## src/rtl/seg_split_pkg.sv

```systemverilog
package seg_split_pkg;

  typedef enum logic [2:0] {
    ST_IDLE = 3'd0,
    ST_NPER = 3'd1,
    ST_CALC = 3'd2,
    ST_DIV1 = 3'd3,
    ST_DIV2 = 3'd4,
    ST_EMIT = 3'd5
  } seg_state_e;

endpackage

```

## src/rtl/seg_req_check.sv

```systemverilog
module seg_req_check #(
  parameter int LEN_W      = 24,
  parameter int ALIGN_BITS = 2
) (
  input  logic [ALIGN_BITS-1:0] addr_low,
  input  logic [LEN_W-1:0]      len,
  input  logic                  cyclic,
  input  logic [LEN_W-1:0]      period,
  output logic                  bad
);

  logic misaligned;
  logic empty_linear;
  logic empty_ring;

  always_comb begin
    misaligned   = |addr_low;
    empty_linear = !cyclic && (len == '0);
    empty_ring   = cyclic && ((period == '0) || (len < period));
    bad          = misaligned || empty_linear || empty_ring;
  end

endmodule

```

## src/rtl/seg_divider.sv

```systemverilog
module seg_divider #(
  parameter int W = 25
) (
  input  logic         clk,
  input  logic         rst,
  input  logic         start,
  input  logic [W-1:0] dividend,
  input  logic [W-1:0] divisor,
  output logic         done,
  output logic [W-1:0] quotient
);

  localparam int CNT_W = $clog2(W + 1);
  localparam int PW    = 2 * W;

  logic             busy;
  logic [CNT_W-1:0] cnt;
  logic [W:0]       part;
  logic [W-1:0]     quo;
  logic [W-1:0]     den;
  logic [W-1:0]     num_q;
  logic [W:0]       shifted;
  logic [W:0]       diff;
  logic             fits;

  always_comb begin
    shifted = {part[W-1:0], quo[W-1]};
    diff    = shifted - {1'b0, den};
    fits    = !diff[W];
  end

  always_ff @(posedge clk) begin
    if (rst) begin
      busy  <= 1'b0;
      done  <= 1'b0;
      cnt   <= '0;
      part  <= '0;
      quo   <= '0;
      den   <= '0;
      num_q <= '0;
    end else begin
      done <= 1'b0;
      if (start && !busy) begin
        busy  <= 1'b1;
        cnt   <= CNT_W'(W);
        part  <= '0;
        quo   <= dividend;
        den   <= divisor;
        num_q <= dividend;
      end else if (busy) begin
        part <= fits ? diff : shifted;
        quo  <= {quo[W-2:0], fits};
        cnt  <= cnt - 1'b1;
        if (cnt == CNT_W'(1)) begin
          busy <= 1'b0;
          done <= 1'b1;
        end
      end
    end
  end

  assign quotient = quo;

  // the quotient handed to the splitter is the exact floor quotient
  p_div_exact_r4: assert property (@(posedge clk) disable iff (rst)
    (done && den != '0) |->
      ((PW'(quotient) * PW'(den) <= PW'(num_q)) &&
       (PW'(num_q) - PW'(quotient) * PW'(den) < PW'(den))));

endmodule

```

## src/rtl/seg_splitter.sv

```systemverilog
module seg_splitter
  import seg_split_pkg::*;
#(
  parameter int ADDR_W     = 32,
  parameter int LEN_W      = 24,
  parameter int SEG_MAX    = 8191,
  parameter int ALIGN_BITS = 2,
  parameter int SEG_W      = $clog2(SEG_MAX + 1)
) (
  input  logic              clk,
  input  logic              rst,
  input  logic              req_valid,
  output logic              req_ready,
  input  logic [ADDR_W-1:0] req_addr,
  input  logic [LEN_W-1:0]  req_len,
  input  logic              req_cyclic,
  input  logic [LEN_W-1:0]  req_period,
  input  logic              cyc_halt,
  output logic              req_err,
  output logic              seg_valid,
  input  logic              seg_ready,
  output logic [ADDR_W-1:0] seg_addr,
  output logic [SEG_W-1:0]  seg_len,
  output logic              seg_last,
  output logic              seg_period
);

  localparam int DIV_W = LEN_W + 1;
  localparam logic [DIV_W-1:0] ALIGN_MASK = DIV_W'((1 << ALIGN_BITS) - 1);
  localparam logic [DIV_W-1:0] SEG_STEP   = DIV_W'(SEG_MAX) & ~ALIGN_MASK;
  localparam logic [LEN_W-1:0] SEG_LIMIT  = LEN_W'(SEG_MAX);

  seg_state_e        state;
  logic [ADDR_W-1:0] base_q;
  logic [ADDR_W-1:0] addr_q;
  logic [LEN_W-1:0]  rem_q;
  logic [LEN_W-1:0]  period_q;
  logic              cyc_q;
  logic [DIV_W-1:0]  nper_q;
  logic [DIV_W-1:0]  pidx_q;
  logic [SEG_W-1:0]  len_q;
  logic              last_q;
  logic              pend_q;
  logic              halt_q;
  logic              err_q;

  logic              div_go;
  logic [DIV_W-1:0]  div_a;
  logic [DIV_W-1:0]  div_b;
  logic              div_done;
  logic [DIV_W-1:0]  div_quo;

  logic              req_bad;
  logic              halt_eff;
  logic [LEN_W-1:0]  rem_after;
  logic [SEG_W-1:0]  split_len;

  seg_req_check #(
    .LEN_W      (LEN_W),
    .ALIGN_BITS (ALIGN_BITS)
  ) u_check (
    .addr_low (req_addr[ALIGN_BITS-1:0]),
    .len      (req_len),
    .cyclic   (req_cyclic),
    .period   (req_period),
    .bad      (req_bad)
  );

  seg_divider #(
    .W (DIV_W)
  ) u_div (
    .clk      (clk),
    .rst      (rst),
    .start    (div_go),
    .dividend (div_a),
    .divisor  (div_b),
    .done     (div_done),
    .quotient (div_quo)
  );

  always_comb begin
    halt_eff  = cyc_q && (halt_q || cyc_halt);
    rem_after = rem_q - LEN_W'(len_q);
    split_len = SEG_W'(div_quo & ~ALIGN_MASK);
  end

  always_ff @(posedge clk) begin
    if (rst) begin
      state    <= ST_IDLE;
      base_q   <= '0;
      addr_q   <= '0;
      rem_q    <= '0;
      period_q <= '0;
      cyc_q    <= 1'b0;
      nper_q   <= '0;
      pidx_q   <= '0;
      len_q    <= '0;
      last_q   <= 1'b0;
      pend_q   <= 1'b0;
      halt_q   <= 1'b0;
      err_q    <= 1'b0;
      div_go   <= 1'b0;
      div_a    <= '0;
      div_b    <= '0;
    end else begin
      err_q  <= 1'b0;
      div_go <= 1'b0;
      if (state != ST_IDLE && cyc_halt) begin
        halt_q <= 1'b1;
      end
      unique case (state)
        ST_IDLE: begin
          halt_q <= 1'b0;
          if (req_valid) begin
            if (req_bad) begin
              err_q <= 1'b1;
            end else begin
              base_q   <= req_addr;
              addr_q   <= req_addr;
              cyc_q    <= req_cyclic;
              period_q <= req_period;
              if (req_cyclic) begin
                rem_q  <= req_period;
                div_a  <= DIV_W'(req_len);
                div_b  <= DIV_W'(req_period);
                div_go <= 1'b1;
                state  <= ST_NPER;
              end else begin
                rem_q <= req_len;
                state <= ST_CALC;
              end
            end
          end
        end
        ST_NPER: begin
          if (div_done) begin
            nper_q <= div_quo;
            pidx_q <= '0;
            state  <= ST_CALC;
          end
        end
        ST_CALC: begin
          if (halt_eff) begin
            state <= ST_IDLE;
          end else if (rem_q > SEG_LIMIT) begin
            div_a  <= DIV_W'(rem_q) + SEG_STEP - DIV_W'(1);
            div_b  <= SEG_STEP;
            div_go <= 1'b1;
            state  <= ST_DIV1;
          end else begin
            len_q  <= SEG_W'(rem_q);
            last_q <= !cyc_q;
            pend_q <= cyc_q;
            state  <= ST_EMIT;
          end
        end
        ST_DIV1: begin
          if (div_done) begin
            div_a  <= DIV_W'(rem_q);
            div_b  <= div_quo;
            div_go <= 1'b1;
            state  <= ST_DIV2;
          end
        end
        ST_DIV2: begin
          if (div_done) begin
            len_q  <= split_len;
            last_q <= 1'b0;
            pend_q <= 1'b0;
            state  <= ST_EMIT;
          end
        end
        ST_EMIT: begin
          if (seg_ready) begin
            if (!cyc_q) begin
              addr_q <= addr_q + ADDR_W'(len_q);
              rem_q  <= rem_after;
              state  <= (rem_after == '0) ? ST_IDLE : ST_CALC;
            end else if (halt_eff) begin
              state <= ST_IDLE;
            end else if (rem_after == '0) begin
              rem_q <= period_q;
              if (pidx_q == nper_q - DIV_W'(1)) begin
                pidx_q <= '0;
                addr_q <= base_q;
              end else begin
                pidx_q <= pidx_q + DIV_W'(1);
                addr_q <= addr_q + ADDR_W'(len_q);
              end
              state <= ST_CALC;
            end else begin
              rem_q  <= rem_after;
              addr_q <= addr_q + ADDR_W'(len_q);
              state  <= ST_CALC;
            end
          end
        end
        default: state <= ST_IDLE;
      endcase
    end
  end

  assign req_ready  = (state == ST_IDLE);
  assign req_err    = err_q;
  assign seg_valid  = (state == ST_EMIT);
  assign seg_addr   = addr_q;
  assign seg_len    = len_q;
  assign seg_last   = last_q;
  assign seg_period = pend_q;

  // an offered segment is held until taken
  p_seg_hold_r12: assert property (@(posedge clk) disable iff (rst)
    (seg_valid && !seg_ready) |=>
      (seg_valid && $stable(seg_addr) && $stable(seg_len) &&
       $stable(seg_last) && $stable(seg_period)));

  // segment lengths stay inside the count field
  p_len_range_r2: assert property (@(posedge clk) disable iff (rst)
    seg_valid |-> (seg_len != '0 && 32'(seg_len) <= SEG_MAX));

  // pieces cut from a larger remainder are aligned
  p_split_align_r4: assert property (@(posedge clk) disable iff (rst)
    (seg_valid && !seg_last && !seg_period) |->
      (seg_len[ALIGN_BITS-1:0] == '0));

  // an error pulse only follows a taken request
  p_err_origin_r6: assert property (@(posedge clk) disable iff (rst)
    req_err |-> $past(req_valid && req_ready));

  // a refused request never leads to a segment
  p_err_noseg_r6: assert property (@(posedge clk) disable iff (rst)
    req_err |-> (!seg_valid && req_ready));

  // no segment is offered in the cycle after a request was taken
  p_accept_r1: assert property (@(posedge clk) disable iff (rst)
    (req_valid && req_ready) |=> !seg_valid);

endmodule

```

## config.mk

```make
export PLATFORM = sky130hd
export DESIGN_NAME = seg_splitter
export DESIGN_NICKNAME = d
export VERILOG_FILES = /design/src/rtl/seg_split_pkg.sv /design/src/rtl/seg_req_check.sv /design/src/rtl/seg_divider.sv /design/src/rtl/seg_splitter.sv
export SDC_FILE = /design/constraint.sdc
export NUM_CORES = 1
export LEC_CHECK = 0
export BUFFER_PORTS_ARGS = -buffer_cell sky130_fd_sc_hd__buf_2
export CAP_MARGIN = 20
export CORE_AREA = 5 5 179 181
export CTS_BUF_LIST = sky130_fd_sc_hd__clkbuf_4
export DETAILED_ROUTE_END_ITERATION = 12
export DIE_AREA = 0 0 184 186
export PLACE_DENSITY = 0.84
export SLEW_MARGIN = 0
export SYNTH_ARGS = -nofsm -noshare
export SYNTH_HDL_FRONTEND = slang
export SYNTH_SLANG_ARGS = --single-unit
```

## constraint.sdc

```tcl
create_clock -name clk -period 5.6 [get_ports clk]
set_input_delay 0.56 -clock clk [delete_from_list [all_inputs] [get_ports clk]]
set_output_delay 0.56 -clock clk [all_outputs]
set_load 0.005 [all_outputs]
```

==> impl_results.md, run 1 <==
- Worst hold path class: in2reg
- Count leader, synth: dfxtp_1
- Peak VDD IR: 0.2145 mV
- Clock share of power: 0.306
- Synth Area in XOR/XNOR: 0.05624
- Top-Level Pins: 136
- PostCTS Resize Cnt: 0
- Post-CTS setup buffers: 0
- CP Class: reg2reg
- Flop pwr share: 0.384
- Setup total negative slack: 0 ps
- Clock buffer count from CTS: 85
- FF-to-FF Start: seg_len[1]$_SDFFE_PP0P_
- Synth cell count leaders: dfxtp_1 (316), nor2_1 (285), a21oi_1 (243)
- Final setup violation count: 0
- Combinational power share: 0.310
- Period utilisation layout: 0.8210
- Root buffer cell: clkbuf_4
- Max-slew violations: 0
- Pin count of the biggest net entering global routing: 128
- Fill count: 2359
- Switching fraction of total power: 0.3522
- Grt ovf: 0
- Final wirelength: 56980 microns
- CTS max path bufs: 3
- YS warnings: 0
- H-tree depth: 3
- Drt drc: 0
- Initial antenna violation count: 2
- Critical Path RT: 6280 ps
- CP endpoint kind: flip-flop
- CTS sink cnt: 316
- Avg Cell Area, Syn: 7.946 sq um
- All-layer global routing usage: 0.3269
- PwrDens: 304.7 nW/um^2
- Rows: 64
- Worst hold path startpoint: req_addr[19]
- Least-Margin Pin Slew: between 1000 and 1500 ps
- Worst-Skew Late Latency: 800 ps
- Antenna viol nets, final: 0
- Register bit total from synthesis: 316
- Starting Density: 0.6379
- Via count: roughly 19000
- CP Launch Point: seg_len[1]$_SDFFE_PP0P_
- Worst EP arrival: between 5000 and 6000 ps
- Hpwl dp: 40230 microns
- Area of the core: ~30000 sq um
- Die span in x: 184 microns
- Max Cap Viol: 0
- Die H: roughly 190 microns
- Post-Syn Area: 19310 sq um
- First DRT Iteration DRCs: 1439
- Multiplexer share of the synthesized area: 0.08268
- Synth-to-layout area growth: 10.74%
- IO buf count: 135
- Final Net Count: 2708
- Final hold violations: 0
- Syn_nets: 2598
- Layout cells sized above 1: 0.1360
- Post-synth EDFFs: 0
- Main synth FF type: dfxtp_1
- Synth unique cells: 80
- Top post-synthesis cells by area: dfxtp_1 (33%), mux2i_1 (7.6%), a21oi_1 (6.3%), nor2_1 (5.5%), ha_1 (5.1%)
- Gpl congestion: 0.9369
- Synth Area in Simple Gates: 0.2238
- Global-route wire length before repair: approximately 91000 microns
- FMAX: ~0.22 GHz
- Internal power: 4.221 mW
- Share of the synthesized area in the top cell type: 0.3276
- Ys async rst share: 0
- Rel. slew slack: 0.2630
- Worst Skew: 44.93 ps
- Seq/Total Area, Yosys: 0.3276
- TritonCTS clock tree: yes
- Adder-cell share of the synthesized area: 0.05430
- Avg WL per Cell: 19.02 microns
- Drt first pass iters: 6
- Crit path max fanout: 18
- Final core utilization: 0.7064
- Tmin final: about 4600 ps
- Vias in the first global route: approximately 18000
- Area leader, netlist: dfxtp_1
- Net Sw Power: around 2.3 mW
- Vias/cell: just over 6
- Synth Area in Compound Gates: 0.2024
- Synthesized instance count: between 2000 and 2500
- Status: completed
- Unrepaired setup endpoints after global routing: no
- Critical Path Source Type: flip-flop
- Main combinational cell family by area after synthesis: simple AND/OR/NAND/NOR gates
- P_leak: 8.681 nW
- Area of the die: ~34000 sq um
- CTS clk-pin slew, worst paths: 60 ps
==> through the flow <==
| step | hold slack, ps | setup WS [ps] | total power [mW] | std cells | instance area [sq um] |
|---|---|---|---|---|---|
| 6_report | 49.78 | 1002 | 6.515 | 2996 | 21380 |
| 5_1_grt | 0.6042 | 737.7 | 6.869 | 2996 | 21380 |
| 4_1_cts | 1.636 | 1030 | 6.514 | 2990 | 21360 |
| 3_5_place_dp | 446.5 | 1038 | 4.514 | 2828 | 20150 |
| 3_3_place_gp | 439.6 | 1145 | 4.434 | 2827 | 20130 |
| 2_1_floorplan | 431.6 | 1818 | 3.990 | 2430 | 19310 |
==> final timing paths <==
check,to,slack [ps],depth (start not counted)
worst max register to register,seg_addr[21]$_SDFFE_PP0P_,1000,13
worst max-delay path,seg_addr[21]$_SDFFE_PP0P_,1000,13
worst min-delay path,base_q[19]$_SDFFE_PP0P_,50,3
worst min register to register,u_div.den[3]$_SDFFE_PP0P_,440,2
==> cells by family after synthesis <==
family                     after synthesis
xor gates and xnor gates               124
and+or+nand+nor                        883
adders and majority gates               82
DFF                                    316
buffers and inverters                  259
AOI/OAI and AO/OA                      608
muxes                                  158
==> final cells by class <==
class / instances / area, sq um / area share
multi-input combinational: 1855 / 12030 / 0.5624
sequential: 316 / 6330 / 0.2960
timing repair buffer: 184 / 1147 / 0.05366
clock buffer: 121 / 908.4 / 0.04248
tap: 396 / 495.5 / 0.02317
inverter: 98 / 367.9 / 0.01720
clock inverter: 21 / 96.34 / 0.004506
antenna: 5 / 12.51 / 0.0005851
==> cell usage in the layout (no fill, tap or decap), types with 19 or more instances in the layout <==
| master | synthesis | layout |
|---|---|---|
| nor2_1 | 285 | 282 |
| dfxtp_1 | 316 | 315 |
| o211ai_1 | 41 | 41 |
| buf_2 | 9 | 134 |
| a21o_1 | 24 | 24 |
| ha_1 | 79 | 79 |
| clkbuf_4 | 0 | 121 |
| or3_1 | 29 | 29 |
| nand3b_1 | 27 | 27 |
| a21oi_1 | 243 | 243 |
| o21ai_0 | 87 | 86 |
| xnor2_1 | 79 | 79 |
| nand2b_1 | 19 | 19 |
| nand2_1 | 235 | 234 |
| inv_1 | 97 | 96 |
| and3_1 | 19 | 19 |
| nor4_1 | 25 | 25 |
| nor3_1 | 68 | 68 |
| a211oi_1 | 44 | 43 |
| o21a_1 | 24 | 23 |
| a211o_1 | 22 | 22 |
| dlygate4sd3_1 | 0 | 20 |
| mux2i_1 | 146 | 146 |
| nand3_1 | 66 | 66 |
| buf_4 | 2 | 25 |
| xor2_1 | 45 | 45 |
==> per-layer routing <==
layer | vias to the layer above | GRT usage | routed length [microns]
met5 | - | 0 | 0
met4 | 0 | 0.1514 | 2419
met3 | 165 | 0.07114 | 4792
met2 | 783 | 0.5232 | 25830
met1 | 8716 | 0.4237 | 23940
li1 | 8953 | - | -
==> critical path: stages (launching register included) <==
cell and delay [ps]:
dfxtp_1 430, inv_1 110, ha_1 290, nor2b_1 140, o31a_1 320, o32ai_4 400
o21bai_1 120, xor2_1 180, or4_4 580, nor4_4 620, and2_1 490, buf_4 360
nor2_1 170, a211oi_1 260
==> sequential cells by signal, indices dropped and copies added (netlist names), 3 cells and up <==
name / count
seg_len: 13
u_div.part: 25
pidx_q: 25
state: 3
nper_q: 25
u_div.quotient: 25
seg_addr: 32
period_q: 24
base_q: 32
rem_q: 24
u_div.cnt: 5
u_div.den: 25
div_a: 25
div_b: 25
==> power groups by stage <==
stage	clock network (mW)	registers [mW]	logic [mW]
floorplan	0	2.49	1.50
global placement	0	2.54	1.89
detailed placement	0	2.55	1.96
CTS	2.03	2.50	1.99
global route	2.15	2.52	2.20
finish	1.99	2.51	2.02
==> repair_timing <==
action,in CTS,in global routing
hold endpoints to repair,20,0
hold buffers,20,0
endpoints found under the setup margin,0,0
(Power assumes the default switching activity.)
==> run 2, diff against run 1 <==
--- a/config.mk
+++ b/config.mk
@@ -7,11 +7,11 @@
 export LEC_CHECK = 0
 export BUFFER_PORTS_ARGS = -buffer_cell sky130_fd_sc_hd__buf_2
 export CAP_MARGIN = 20
-export CORE_AREA = 5 5 179 181
+export CORE_AREA = 5 5 191 193
 export CTS_BUF_LIST = sky130_fd_sc_hd__clkbuf_4
 export DETAILED_ROUTE_END_ITERATION = 12
-export DIE_AREA = 0 0 184 186
-export PLACE_DENSITY = 0.84
+export DIE_AREA = 0 0 196 198
+export PLACE_DENSITY = 0.78
 export SLEW_MARGIN = 0
 export SYNTH_ARGS = -nofsm -noshare
 export SYNTH_HDL_FRONTEND = slang
==> constraint.sdc (replaced) <==
create_clock -name clk -period 4.1 [get_ports clk]
set_input_delay 0.41 -clock clk [delete_from_list [all_inputs] [get_ports clk]]
set_output_delay 0.41 -clock clk [all_outputs]
set_load 0.005 [all_outputs]
==> run 2 against run 1 <==
  * First-iteration DRC count increased by 7.4%
  * Non-clock buffer count increased by 93
  * Via count increased by 3.5%
  * Critical path depth increased by 1
  * Total power increased by 41%
  * Largest cell class unchanged
  * Critical path type unchanged
  * Sequential share of layout area decreased by 1.4 points
  * Sequential cell count unchanged
  * Die area increased by 13%
==> impl_results.md, run 2 (same netlist as run 1, synthesis figures left out) <==
- H-tree depth: 3 (unchanged)
- Rows: 68 (+6.3%)
- Antenna viol nets, final: 0 (unchanged)
- Crit path max fanout: 9 (-9)
- Most frequent cells in the layout: dfxtp_1 (315), nor2_1 (282), a21oi_1 (241)
- CTS clk-pin slew, worst paths: 60 ps (about the same)
- Status: completed
- Drt first pass iters: 5 (-1)
- Area of the core: 34370 sq um (+14%)
- IO buf count: 135 (unchanged)
- CP cell instances: inv_1 -> ha_1 -> nor2b_1 -> o31a_1 -> o32ai_4 -> buf_4 -> o211ai_1 -> xor2_1 -> o2111ai_2 -> nor4_4 -> and2_4 -> buf_6 -> mux2_2 -> o41ai_2
- Final Net Count: 2802 (+3.5%)
- PwrDens: 410.4 nW/um^2 (+35%)
- Global-route wire length before repair: 96430 microns (+5.7%)
- Layout cells sized above 1: 0.1595 (+0.02345)
- Final core utilization: 0.6535 (-0.05293)
- Top-Level Pins: 136 (unchanged)
- R2r worst-path depth: 14 (+1)
- Largest stage delay on the critical path: 400 ps (-220 ps)
- CTS max path bufs: 3 (unchanged)
- Area of the die: 38810 sq um (+13%)
- Worst EP arrival: 4640 ps (-640 ps)
- Die span in x: 196 microns (+6.5%)
- Initial antenna violation count: 3 (+1)
- Worst Skew: 79.12 ps (+34.19 ps)
- Grt ovf: 0 (unchanged)
- Root buffer cell: clkbuf_4
- Post-Layout Inst Area: 22460 sq um (+5.0%)
- FMAX: 0.2499 GHz (+15%)
- Gpl congestion: 0.9615 (+2.6%)
- Final wirelength: 60380 microns (+6.0%)
- Synth-to-layout area growth: 16.33%
- TritonCTS clock tree: yes
- Final hold violations: 0 (unchanged)
- Starting Density: 0.5618 (-0.07617)
- Worst hold path class: in2reg
- Critical Path RT: 4740 ps (-1540 ps)
- CP endpoint kind: flip-flop
- P_leak: 9.216 nW (+6.2%)
- Peak VDD IR: 0.6439 mV (+200%)
- Via count: 19280 (+3.5%)
- Least-Margin Pin Slew: 938.9 ps (-166.6 ps)
- Tmin final: 4002 ps (-595.5 ps)
- Avg WL per Cell: 19.16 microns (+0.76%)
- Vias in the first global route: 18570 (+4.4%)
- Critical Path Source Type: flip-flop
- Vias/cell: 6.117 (-1.6%)
- Placed cell areas: 20620 sq um (+2.3%)
- Clock buffer count from CTS: 86 (+1.2%)
- Die H: 198 microns (+6.5%)
- Slowest stage cell on the critical path: o31a_1
- First DRT Iteration DRCs: 1546 (+7.4%)
- Commonest non-fill, non-tap cell in the layout: dfxtp_1
- All-layer global routing usage: 0.3009 (-0.02598)
- CP Class: reg2reg
- Drt drc: 0 (unchanged)
- Pin count of the biggest net entering global routing: 138 (+7.8%)
- Hpwl dp: 42370 microns (+5.3%)
- Max-slew violations: 0 (unchanged)
- Rel. slew slack: 0.3740 (+0.1111)
- CTS sink cnt: 316 (unchanged)
- Worst-Skew Late Latency: 810 ps (about the same)
- Period utilisation layout: 0.9762 (+0.1551)
- Max Cap Viol: 0 (unchanged)
- Final setup violation count: 0 (unchanged)
- Hold path depth: 3 (unchanged)
## run 2: changes by cell type in the layout (fill, tap and decap cells not counted), moves of 3 or more
cell / previous run / this run
o31ai_1: 11 / 8
o41ai_1: 12 / 8
clkinv_2: 4 / 0
clkbuf_4: 121 / 126
dlygate4sd3_1: 20 / 58
buf_4: 25 / 74
buf_12: 3 / 7
o41ai_2: 0 / 4
## run 2: routing by layer
metal / share of wire / track usage / up-vias
met3: 0.089 / 0.06891 / 184
met4: 0.040 / 0.1218 / 0
met2: 0.46 / 0.4914 / 839
met5: 0 / 0 / -
li1: - / - / 9159
met1: 0.41 / 0.3872 / 9093
## run 2: final cells by class
class | instances | area, sq um
Clock buffer | 126 | 945.9
Multi-Input combinational cell | 1855 | 12140
Sequential cell | 316 | 6330
Clock inverter | 18 | 87.58
Inverter | 98 | 367.9
Fill cell | 2912 | 11910
Antenna cell | 6 | 15.01
Timing Repair Buffer | 277 | 2011
Tap cell | 455 | 569.3
## run 2: per-stage QoR
step                      setup TNS, ps  std cells  hold slack [ps]  total power [mW]  setup slack [ps]
after floorplan                       0       2430            431.6             5.450             317.6
after global placement                0       2935            440.8             6.195             24.57
after detailed placement          -1039       2935            444.9             6.259            -123.0
after CTS                             0       3139            9.439             9.089             14.09
after global routing             -54.81       3150            31.04             9.732            -19.08
final                                 0       3151            44.51             9.219             97.78
## run 2: what timing repair did
item | 4_1_cts | 5_1_grt
endpoints found under the hold margin | 85 | 0
buffers inserted | 2 | 5
hold buffers | 58 | 0
gates resized for setup | 5 | 26
endpoints found under the setup margin | 27 | 47
pin swaps | 2 | 7
## run 2: worst max-delay path, delay by kind of cell (launching register included)
| kind | cells | cell delay (ps) |
|---|---|---|
| DFF | 1 | 330 |
| muxes | 1 | 360 |
| xor gates and xnor gates | 1 | 270 |
| adders and majority gates | 1 | 290 |
| buffers and inverters | 3 | 400 |
| and+or+nand+nor | 3 | 740 |
| AOI/OAI and AO/OA | 5 | 1420 |
## run 2: worst paths after layout
check                                           startpoint                    endpoint  slack (ps)
worst max-delay path               seg_len[1]$_SDFFE_PP0P_    seg_addr[7]$_SDFFE_PP0P_         100
worst min-delay path                           req_len[18]      div_a[18]$_SDFFE_PP0P_          40
worst max register to register     seg_len[1]$_SDFFE_PP0P_    seg_addr[7]$_SDFFE_PP0P_         100
worst min register to register  u_div.den[15]$_SDFFE_PP0P_  u_div.den[15]$_SDFFE_PP0P_         450
## run 2: where the power goes
group / switching [mW] / internal [mW]
registers: 0.155 / 3.24
clock network: 1.38 / 1.40
logic: 1.70 / 1.35
total: 3.23 / 5.99
